`src/rtl/cc_eval_pkg.sv`:
```
package ccEvalPkg;

  // Strobes from control to datapath
  typedef struct packed {
    logic capture;  // load new results this cycle
    logic taken;    // condition holds
  } ccStrobe_t;

  // Base tests selected by the upper condition bits (order is behaviour)
  typedef enum logic [2:0] {
    BC_OVF      = 3'd0,
    BC_CARRY    = 3'd1,
    BC_ZERO     = 3'd2,
    BC_BELOW_EQ = 3'd3,
    BC_SIGN     = 3'd4,
    BC_PARITY   = 3'd5,
    BC_LESS     = 3'd6,
    BC_LESS_EQ  = 3'd7
  } baseCond_e;

endpackage

```
`src/rtl/cc_eval_ctrl.sv`:
```
module cc_eval_ctrl
  import ccEvalPkg::*;
#(
  parameter int COND_W = 4
) (
  input  logic              clk,
  input  logic              rstN,
  input  logic              inValid,
  input  logic [COND_W-1:0] condCode,
  input  logic              flagOf,
  input  logic              flagCf,
  input  logic              flagZf,
  input  logic              flagSf,
  input  logic              flagPf,
  output ccStrobe_t         strobe,
  output logic              outValid
);

  baseCond_e baseSel;
  logic      baseTrue;
  logic      signMismatch;

  assign baseSel      = baseCond_e'(condCode[COND_W-1:1]);
  assign signMismatch = flagSf ^ flagOf;

  always_comb begin
    unique case (baseSel)
      BC_OVF:      baseTrue = flagOf;
      BC_CARRY:    baseTrue = flagCf;
      BC_ZERO:     baseTrue = flagZf;
      BC_BELOW_EQ: baseTrue = flagCf | flagZf;
      BC_SIGN:     baseTrue = flagSf;
      BC_PARITY:   baseTrue = flagPf;
      BC_LESS:     baseTrue = signMismatch;
      BC_LESS_EQ:  baseTrue = signMismatch | flagZf;
      default:     baseTrue = 1'b0;
    endcase
  end

  always_comb begin
    strobe.capture = inValid;
    strobe.taken   = baseTrue ^ condCode[0];
  end

  always_ff @(posedge clk) begin
    if (!rstN) outValid <= 1'b0;
    else       outValid <= inValid;
  end

endmodule

```
`src/rtl/cc_eval_dp.sv`:
```
module cc_eval_dp
  import ccEvalPkg::*;
#(
  parameter int IP_W    = 32,
  parameter int SHORT_W = 16,
  parameter int BYTE_W  = 8
) (
  input  logic              clk,
  input  logic              rstN,
  input  ccStrobe_t         strobe,
  input  logic [IP_W-1:0]   curIp,
  input  logic [IP_W-1:0]   disp,
  input  logic              opSize32,
  output logic              condResult,
  output logic [BYTE_W-1:0] setByte,
  output logic [IP_W-1:0]   nextIp
);

  localparam int EXT_W = IP_W - SHORT_W;

  logic [IP_W-1:0] dispShortExt;
  logic [IP_W-1:0] dispSel;
  logic [IP_W-1:0] ipSum;

  assign dispShortExt = {{EXT_W{disp[SHORT_W-1]}}, disp[SHORT_W-1:0]};
  assign dispSel      = opSize32 ? disp : dispShortExt;
  assign ipSum        = curIp + dispSel;  // wraps modulo 2^IP_W

  always_ff @(posedge clk) begin
    if (!rstN) begin
      condResult <= 1'b0;
      setByte    <= '0;
      nextIp     <= '0;
    end else if (strobe.capture) begin
      condResult <= strobe.taken;
      setByte    <= {{(BYTE_W-1){1'b0}}, strobe.taken};
      nextIp     <= strobe.taken ? ipSum : curIp;
    end
  end

endmodule

```
`src/rtl/cond_branch_eval.sv`:
```
module cond_branch_eval
  import ccEvalPkg::*;
#(
  parameter int COND_W  = 4,
  parameter int IP_W    = 32,
  parameter int SHORT_W = 16,
  parameter int BYTE_W  = 8
) (
  input  logic              clk,
  input  logic              rstN,
  input  logic              inValid,
  input  logic [COND_W-1:0] condCode,
  input  logic              flagOf,
  input  logic              flagCf,
  input  logic              flagZf,
  input  logic              flagSf,
  input  logic              flagPf,
  input  logic [IP_W-1:0]   curIp,
  input  logic [IP_W-1:0]   disp,
  input  logic              opSize32,
  output logic              outValid,
  output logic              condResult,
  output logic [BYTE_W-1:0] setByte,
  output logic [IP_W-1:0]   nextIp
);

  ccStrobe_t strobe;

  cc_eval_ctrl #(.COND_W(COND_W)) ctrl (
    .clk(clk), .rstN(rstN), .inValid(inValid), .condCode(condCode),
    .flagOf(flagOf), .flagCf(flagCf), .flagZf(flagZf), .flagSf(flagSf),
    .flagPf(flagPf), .strobe(strobe), .outValid(outValid)
  );

  cc_eval_dp #(.IP_W(IP_W), .SHORT_W(SHORT_W), .BYTE_W(BYTE_W)) dp (
    .clk(clk), .rstN(rstN), .strobe(strobe), .curIp(curIp), .disp(disp),
    .opSize32(opSize32), .condResult(condResult), .setByte(setByte),
    .nextIp(nextIp)
  );

endmodule

```
`config.mk`:
```
export PLATFORM = sky130hd
export DESIGN_NAME = cond_branch_eval
export DESIGN_NICKNAME = d
export VERILOG_FILES = /design/src/rtl/cc_eval_pkg.sv /design/src/rtl/cc_eval_ctrl.sv /design/src/rtl/cc_eval_dp.sv /design/src/rtl/cond_branch_eval.sv
export SDC_FILE = /design/constraint.sdc
export NUM_CORES = 1
export LEC_CHECK = 0
export BUFFER_PORTS_ARGS = -buffer_cell sky130_fd_sc_hd__buf_2
export CAP_MARGIN = 25
export CORE_UTILIZATION = 52
export DETAILED_ROUTE_END_ITERATION = 6
export HOLD_SLACK_MARGIN = 0.05
export PLACE_DENSITY = 0.82
export SLEW_MARGIN = 30
export SYNTH_ARGS = -nofsm -noshare
export SYNTH_HDL_FRONTEND = slang
export SYNTH_SLANG_ARGS = --single-unit
```
`constraint.sdc`:
```
create_clock -name clk -period 4.08 [get_ports clk]
set_input_delay 0.816 -clock clk [delete_from_list [all_inputs] [get_ports clk]]
set_output_delay 0.816 -clock clk [all_outputs]
set_load 0.01 [all_outputs]
```
* Word level (Yosys, flattened, before mapping)
Index checks and enable logic that the tools add are counted.
** Operators by class
- Add/subtract/negate cells :: 1
- Multiply operators :: 0
- Divide/modulo/power cells :: 0
- Magnitude comparators :: 0
- Equal/unequal tests :: 7
- Shifts and indexed selects :: 0
- Muxes and demuxes :: 3
- Bitwise gates (word level) :: 4
- Reduce and logical (&&, ||, !) cells :: 1
** Operator list (count)
- 32-bit two-way mux :: 2
- 32-bit adder :: 1
- 3-bit == test, second input constant :: 4
- 1-bit case mux with 8 select lines :: 1
- 3-bit by 2-bit == test with 1-bit output, second input constant :: 2
- 3-bit by 1-bit == test with 1-bit output, second input constant :: 1
- 3-bit zero test :: 1
- 1-bit OR :: 2
- 1-bit bitwise XOR :: 2
** Word-level totals
- Register bits after elaboration :: 34
- Bits in latches :: 0
- Bits in writable memories :: 0
- Bits in read-only memories :: 0
- Input port bits :: 77
- Output and inout port bits :: 42
- Logic and storage cells :: 19
- Memories kept :: 0

* Longest topological paths before layout
Gate-level depths: netlist of the first run.
- Depth in word-level cells :: 5
- Mapped depth :: 15

* Cells and area by module
A second synthesis of the first run with hierarchy kept.
** Unflattened totals
- Cell total of the unflattened synthesis :: 472
- Area total of the unflattened synthesis :: 3515.9 µm²
** Modules (own cells, without submodules)
- cc_eval_dp :: times used 1, cells an instance 457, area each 3403.3 µm², seq. area each 660.6 µm²
- cc_eval_ctrl :: times used 1, cells an instance 15, area each 112.6 µm², seq. area each 20.0 µm²

* Worst setup path after synthesis of the first run
No wires, ideal clock.
- Path type :: in2reg
- Start :: input opSize32
- End :: register dp.nextIp[30]
- Setup time :: 0.132 ns
- Arrival time :: 3.280 ns
- Path slack :: 0.668 ns
- Stages on the path :: 14
- Buffers on the path :: 3
- Cells stage by stage :: clkbuf_1 > nand2b_1 > clkbuf_1 > clkbuf_1 > nand2_1 > ha_1 > a21o_1 > a21o_1 > a21o_1 > a211oi_1 > o31ai_1 > a31oi_1 > mux2i_1 > a21oi_1
** On the way
- Cells in the longest elaborated chain, start to end :: 3
** RTL lines
- start, declared :: RTL line cond_branch_eval.sv:20 : input logic opSize32,
- 32-bit two-way mux :: RTL line cc_eval_dp.sv:26 : assign dispSel = opSize32 ? disp : dispShortExt;
- 32-bit adder :: RTL line cc_eval_dp.sv:27 : assign ipSum = curIp + dispSel;
- 32-bit two-way mux :: RTL line cc_eval_dp.sv:37 : nextIp <= strobe.taken ? ipSum : curIp;
- end signal, assigned :: RTL line cc_eval_dp.sv:37
- end, declared :: RTL line cc_eval_dp.sv:16 : output logic [IP_W-1:0] nextIp
No other way between the ends.
A chain may end at the register's enable or synchronous reset.

* Worst setup path after layout of the first run
- Start :: input opSize32
- End :: register dp.nextIp[24]
The elaborated chain is that of the path after synthesis.

==> run summary, run 1 <==
Ys Warns -> 0
Yosys cell types -> 61
Number of I/O pins -> 119
Cell Int Power -> 798.9 uW
Lkg Pwr -> 2.114 nW
Final worst-path cycle share -> 0.7989
Die Ht -> 84.27 um
Largest net degree at the start of global routing -> 38
Share of layout cells above drive strength 1 -> 0.2431
GPL Wtd Cong -> 0.9436
Syn avg cell area -> 7.333 um2
CTS tree -> built
Maximum VDD drop -> 0.0001662 V
Critical path class -> in2reg
Critical path endpoint category -> flop
Grt met3 use -> 0.03736
Failing checks -> design-rule violations
Cell Chain, Critical Path -> buf_2 -> nand2b_1 -> nand2_1 -> ha_1 -> nand2_1 -> nor3_2 -> nand4b_1 -> a21o_1 -> and4_1 -> o41ai_1 -> a311oi_1
Yosys top cell by area -> dfxtp_1
Gates resized, CTS repair -> 0
Crit start category -> input port
Most used routing layer -> met2
TritonRoute pass-1 iters -> 7
Clk network pwr share -> 0.250
Number of clock sinks -> 34
DR vias/cell -> 5.962
Clock Tree Buf Depth -> 2
Area delta synth->final -> 18.77%
Routed via count -> 3,893
Vias in the first global route -> 3,651
DRC Markers -> 19
Critical Path AT -> 3.40 ns
Root Driver -> clkbuf_8
Dominant cells by area after synthesis -> dfxtp_1, ha_1, nand2_1, a21oi_1, a21o_1
Design Power -> 1.306 mW
Sw frac -> 0.3881
Total negative setup slack -> 0 ns
Count of final setup violators -> 0
Total setup buffers inserted after CTS -> 0
Starting Density -> 0.5449
Core area -> 6459 um2
Slew headroom -> 0.4388
First-pass GRT wire length -> 16.61 mm
DPL Wire Length -> 7.679 mm
Slew Viols, Final -> 0
Tmin final -> 3.260 ns
Site Rows -> 29
Routing usage on met2 -> 0.5030
Max stage delay cell, worst path -> ha_1
H-tree level count -> 2
Ys async rst share -> 0
#FFs+latches synth -> 34
GRT Util Overall -> 0.2834
RSZ-0062 raised after global routing -> false
Dpl cell area -> 4066 um2
Clk slew on worst S/H paths -> 0.08 ns
Post-synth top flop -> dfxtp_1
Switching power -> 506.7 uW
CP most frequent cell -> nand2_1
Outcome -> finished, violations left
Flop pwr share -> 0.294
Mapped Area -> 3520 um2
DR iter-0 viols -> 223
Pwr dens -> 312.3 nW/um2
Met1 usage -> 0.3577
Hold Vio Cnt, Final -> 0
Combinational Power Share -> 0.457
Pin slew with the least headroom to its limit -> 0.8409 ns
Setup Skew -> 0 ns
WHS -> 0.4819 ns
Die ar. -> 7101 um2
Total CTS buffers -> 5
Worst skew pair latency -> 0.29 ns
Area share of the largest cell type after synthesis -> 0.1934
Seq/Total Area, Yosys -> 0.1934
GRT overflow -> 0
Max-Cap Viols -> 0
Final Core Density -> 0.6472
Routed wire per std cell -> 15.34 um
EDFF count, synth -> 0
Synthesized instance count -> 480
Critical Path RT -> 4.22 ns
Final ANT Viol Nets -> 0
Antenna violations before repair -> 0
Min-delay worst type -> reg2reg
Total Nets Final -> 684
Highest clock rate -> 306.8 MHz
# diodes -> 0
Port Buf Inserts -> 111
Largest fanout on the critical path -> 17
Die X -> 84.27 um
Final wirelength -> 10.02 mm
Hold_buf cts -> 0
Post-route design area -> 4180 um2
CP peak stage delay -> 0.40 ns
metal layers:
| layer | part of all wire | wire length [um] |
|---|---|---|
| met1 | 0.45 | 4478 |
| met2 | 0.48 | 4848 |
| met3 | 0.055 | 549 |
| met4 | 0.014 | 141 |
| met5 | 0 | 0 |
logic make-up (layout without fill, tap and decap cells):
| kind of cell | count (synthesis) | count (layout) | share of synthesized area |
|---|---|---|---|
| buffers and inverters | 51 | 141 | 0.06505 |
| and+or+nand+nor | 171 | 171 | 0.2247 |
| other | 1 | 7 | 0.001065 |
| adders and majority gates | 32 | 32 | 0.1159 |
| AOI/OAI and AO/OA | 155 | 155 | 0.3004 |
| xor gates and xnor gates | 24 | 24 | 0.06399 |
| muxes | 12 | 12 | 0.03555 |
| DFF | 34 | 34 | 0.1934 |
state kept, by name, summed over array words and instances, names as in the netlist:
| register | flops |
|---|---|
| ctrl.outValid | 1 |
| dp.nextIp | 32 |
| dp.condResult | 1 |
worst paths after layout:
| path | from | end | slack [ns] | depth (start not counted) |
|---|---|---|---|---|
| setup / recovery | opSize32 | dp.nextIp[24]$_SDFFE_PN0P_ | 0.82 | 11 |
| hold / removal | dp.nextIp[3]$_SDFFE_PN0P_ | dp.nextIp[3]$_SDFFE_PN0P_ | 0.48 | 2 |
| setup reg to reg | dp.nextIp[15]$_SDFFE_PN0P_ | dp.nextIp[15]$_SDFFE_PN0P_ | 3.24 | 3 |
| hold reg to reg | dp.nextIp[3]$_SDFFE_PN0P_ | dp.nextIp[3]$_SDFFE_PN0P_ | 0.48 | 2 |
critical path, delay by kind of cell:
kind / cells / cell delay, ns
adders and majority gates: 1 / 0.40
AOI/OAI and AO/OA: 3 / 0.72
buffers and inverters: 1 / 0.26
and+or+nand+nor: 6 / 1.19
power by group through the flow:
stage,registers [mW],logic [mW],clock network (mW)
floorplan,0.408,0.403,0
global placement,0.390,0.579,0
detailed placement,0.391,0.587,0
CTS,0.383,0.590,0.335
global route,0.387,0.656,0.348
finish,0.384,0.596,0.326
synthesized netlist by cell type (3+ instances only):
cell type / n
nand2_1: 79
a21oi_1: 36
nor2_1: 35
dfxtp_1: 34
ha_1: 31
o21ai_0: 23
a21o_1: 22
clkbuf_1: 22
inv_1: 17
nand3_1: 15
a31oi_1: 12
xnor2_1: 12
a211oi_1: 11
a311oi_1: 11
mux2i_1: 11
xor2_1: 10
buf_4: 9
and2_1: 6
nand4_1: 6
and3_1: 5
nor2b_1: 5
o211ai_1: 5
o21a_1: 5
o21bai_1: 5
a21oi_2: 3
and4_1: 3
buf_2: 3
nand2b_1: 3
nand3b_1: 3
o31ai_1: 3
per-stage QoR:
| step | setup slack (ns) | cells |
|---|---|---|
| floorplan | 0.6680 | 486 |
| CTS | 0.8500 | 653 |
| global placement | 0.6154 | 645 |
| detailed placement | 0.5581 | 645 |
| global route | 0.5823 | 653 |
| finish | 0.8203 | 653 |
layout make-up:
| type | count | area (um2) |
|---|---|---|
| Multi-Input combinational cell | 401 | 2633 |
| Fill cell | 606 | 2278 |
| Sequential cell | 34 | 680.7 |
| Timing Repair Buffer | 116 | 593.1 |
| Tap cell | 77 | 96.34 |
| Clock buffer | 5 | 68.82 |
| Inverter | 17 | 63.81 |
| Clock inverter | 3 | 45.04 |
layout by cell type, fill, tap and decap left out, types with 12 or more instances in the layout:
cell and count:
buf_2 111, o21ai_0 23, a21o_1 22, nand3_1 15, a31oi_1 12, dfxtp_1 34, ha_1 31, inv_1 17
xnor2_1 12, nand2_1 79, a21oi_1 36, nor2_1 35
(Power assumes the default switching activity.)
==> inputs of run 2 (changes only) <==
Settings changed: ABC_AREA set to 1, CORE_UTILIZATION 52 to 55, PLACE_DENSITY 0.82 to 0.83.
Clock period 4.08 ns to 3 ns, I/O delays scaled along.
==> run 2 against run 1 <==
Effect of this change: the flow now finishes without violations; clock power up 60%; die area is 20% higher; largest cell class unchanged; clock-buffer cell count unchanged; synthesized area is 28% higher; non-clock buffer count rose by 6; via count rose by 39%.
==> run summary, run 2 <==
Number of clock sinks -> 34 (unchanged)
Count of final setup violators -> 0 (unchanged)
Slew Viols, Final -> 0 (unchanged)
Ys Warns -> 0 (unchanged)
Total negative setup slack -> 0 ns (unchanged)
Commonest non-fill, non-tap cell in the layout -> nand2_1
Met1 usage -> 0.4634 (+0.1057)
Vias in the first global route -> 4,805 (+32%)
EDFF count, synth -> 0 (unchanged)
Ys async rst share -> 0 (unchanged)
Hold_buf cts -> 0 (unchanged)
Largest net degree at the start of global routing -> 33 (-13%)
Most frequent cell after synthesis -> nand2_1
Final wirelength -> 13.33 mm (+33%)
Pwr dens -> 374.6 nW/um2 (+20%)
#FFs+latches synth -> 34 (unchanged)
Number of I/O pins -> 119 (unchanged)
DPL Wire Length -> 10.83 mm (+41%)
Starting Density -> 0.5753 (+0.03038)
Critical path class -> in2reg
Critical Path RT -> 3.19 ns (-1.03 ns)
GRT Util Overall -> 0.3181 (+0.03468)
Largest Register -> dp.nextIp
Post-route design area -> 5244 um2 (+25%)
Synthesized instance count -> 848 (+77%)
Highest clock rate -> 395.2 MHz
Yosys top cell by area -> nand2_1
Die Ht -> 92.37 um (+9.6%)
Pin slew with the least headroom to its limit -> 0.6106 ns (-0.2303 ns)
Grt met3 use -> 0.02381 (-0.01356)
Clock Tree Buf Depth -> 2 (unchanged)
Dpl cell area -> 5106 um2 (+26%)
GRT overflow -> 0 (unchanged)
Post-synth top flop -> dfxtp_1
Tmin final -> 2.530 ns
Site Rows -> 32 (+10%)
Setup Skew -> 0 ns (unchanged)
Die ar. -> 8532 um2 (+20%)
Area delta synth->final -> 16.74%
Total Nets Final -> 1,063 (+55%)
Most frequent cells in the layout -> nand2_1, inv_1, buf_2, nand3_1, nor2_1
Gates resized, CTS repair -> 0 (unchanged)
Syn avg cell area -> 5.297 um2 (-28%)
Routed via count -> 5,401 (+39%)
DRC Markers -> 0 (-19)
Hold Vio Cnt, Final -> 0 (unchanged)
Lkg Pwr -> 3.386 nW (+60%)
Area share of the largest cell type after synthesis -> 0.3008 (+0.1074)
GPL Wtd Cong -> 1.024 (+8.5%)
Min-delay worst type -> reg2reg
Routed wire per std cell -> 12.61 um (-18%)
# diodes -> 0 (unchanged)
Maximum VDD drop -> 0.0002465 V (+48%)
Clk slew on worst S/H paths -> 0.08 ns (about the same)
Port Buf Inserts -> 111 (unchanged)
Final ANT Viol Nets -> 0 (unchanged)
Yosys cell types -> 35 (-43%)
Total setup buffers inserted after CTS -> 0 (unchanged)
Critical Path AT -> 2.72 ns (-0.68 ns)
DR iter-0 viols -> 431 (+93%)
Crit start category -> input port
Critical path endpoint category -> flop
Die X -> 92.37 um (+9.6%)
Core area -> 7807 um2 (+21%)
Total CTS buffers -> 5 (unchanged)
Share of layout cells above drive strength 1 -> 0.1550 (-0.08808)
Seq/Total Area, Yosys -> 0.1515 (-0.04186)
DR vias/cell -> 5.110 (-14%)
Antenna violations before repair -> 0 (unchanged)
Worst skew pair latency -> 0.29 ns (about the same)
Mapped Area -> 4492 um2 (+28%)
Routing usage on met2 -> 0.5012 (-0.001746)
Dominant cells by area after synthesis -> nand2_1, dfxtp_1, inv_1, ha_1, nand3_1
Top Registers -> dp.nextIp (32), ctrl.outValid (1), dp.condResult (1)
First-pass GRT wire length -> 21.74 mm (+31%)
Max-Cap Viols -> 0 (unchanged)
H-tree level count -> 2 (unchanged)
Root Driver -> clkbuf_8
Post-synth top cells -> nand2_1, inv_1, nand3_1, nor2_1
Largest fanout on the critical path -> 16 (-1)
Number of flip-flops in the largest register -> 32 (unchanged)
Slew headroom -> 0.5925 (+0.1537)
Most used routing layer -> met2
CTS tree -> built
TritonRoute pass-1 iters -> 5 (-2)
Outcome -> finished clean
RSZ-0062 raised after global routing -> false
Final worst-path cycle share -> 0.8435
run 2: cell count changes after synthesis, moves of 6 or more:
cell and delta:
a211oi_1 -11, a21o_1 -21, a311oi_1 -11, a31oi_1 -11, clkbuf_1 -12, inv_1 +147, mux2i_1 -11, nand2_1 +281
nand3_1 +46, nand3b_1 +6, nor2_1 +20, o21ai_0 -21
run 2: logic make-up (layout without fill, tap and decap cells):
family | Yosys count | count (layout) | synth area share
AND/OR/NAND/NOR | 518 | 518 | 0.4774
buffers and inverters | 196 | 297 | 0.1811
AO/OA/AOI/OAI | 52 | 52 | 0.06908
flip-flops | 34 | 34 | 0.1515
adder cells (fa/ha/maj) | 32 | 32 | 0.09081
XOR/XNOR | 15 | 15 | 0.02925
other | 1 | 7 | 0.0008349
run 2: power by group:
part	internal (mW)	switching [mW]	leakage, nW
registers	0.494	0.0223	0.281
logic	0.339	0.589	3.04
clock network	0.333	0.187	0.0683
run 2: area by class of cell:
cell class | count | area, um2
Clock buffer | 5 | 68.82
Clock inverter | 3 | 68.82
Fill cell | 787 | 2564
Inverter | 167 | 626.9
Multi-Input combinational cell | 624 | 3020
Sequential cell | 34 | 680.7
Tap cell | 102 | 127.6
Timing Repair Buffer | 122 | 650.6
run 2: worst paths after layout:
check	start	to	slack, ns	cells after the start
max	opSize32	dp.nextIp[26]$_SDFFE_PN0P_	0.47	16
min	dp.nextIp[21]$_SDFFE_PN0P_	dp.nextIp[21]$_SDFFE_PN0P_	0.46	2
max reg2reg	dp.nextIp[2]$_SDFFE_PN0P_	dp.nextIp[2]$_SDFFE_PN0P_	2.28	4
min reg2reg	dp.nextIp[21]$_SDFFE_PN0P_	dp.nextIp[21]$_SDFFE_PN0P_	0.46	2
run 2: metal layers:
layer,routed length [um],vias up
li1,-,2776
met1,6116,2328
met2,5713,274
met5,0,-
met3,1252,23
met4,250,0
run 2: metrics by stage:
stage	power (mW)	worst slack [ns]	hold slack, ns	utilization	std cells
final	1.964	0.4696	0.4649	0.6716	1057
after global routing	2.102	0.3607	0.4903	0.6716	1057
after CTS	1.948	0.5887	0.4661	0.6716	1057
after detailed placement	1.431	0.2706	0.4537	0.6540	1049
after global placement	1.423	0.2835	0.4534	0.6540	1049
after floorplan	1.178	0.4222	0.4892	-	854
run 2: worst max-delay path, stage by stage:
cell and delay, ns:
buf_2 0.09, inv_1 0.04, nand2_1 0.09, buf_12 0.15, nand2_1 0.06, ha_1 0.41, nand2_1 0.12, inv_1 0.10
nand2_1 0.09, nor3_1 0.31, and2_1 0.19, nand2_1 0.11, nand3_1 0.11, nand3_1 0.09, nand2_1 0.09, a21oi_1 0.06
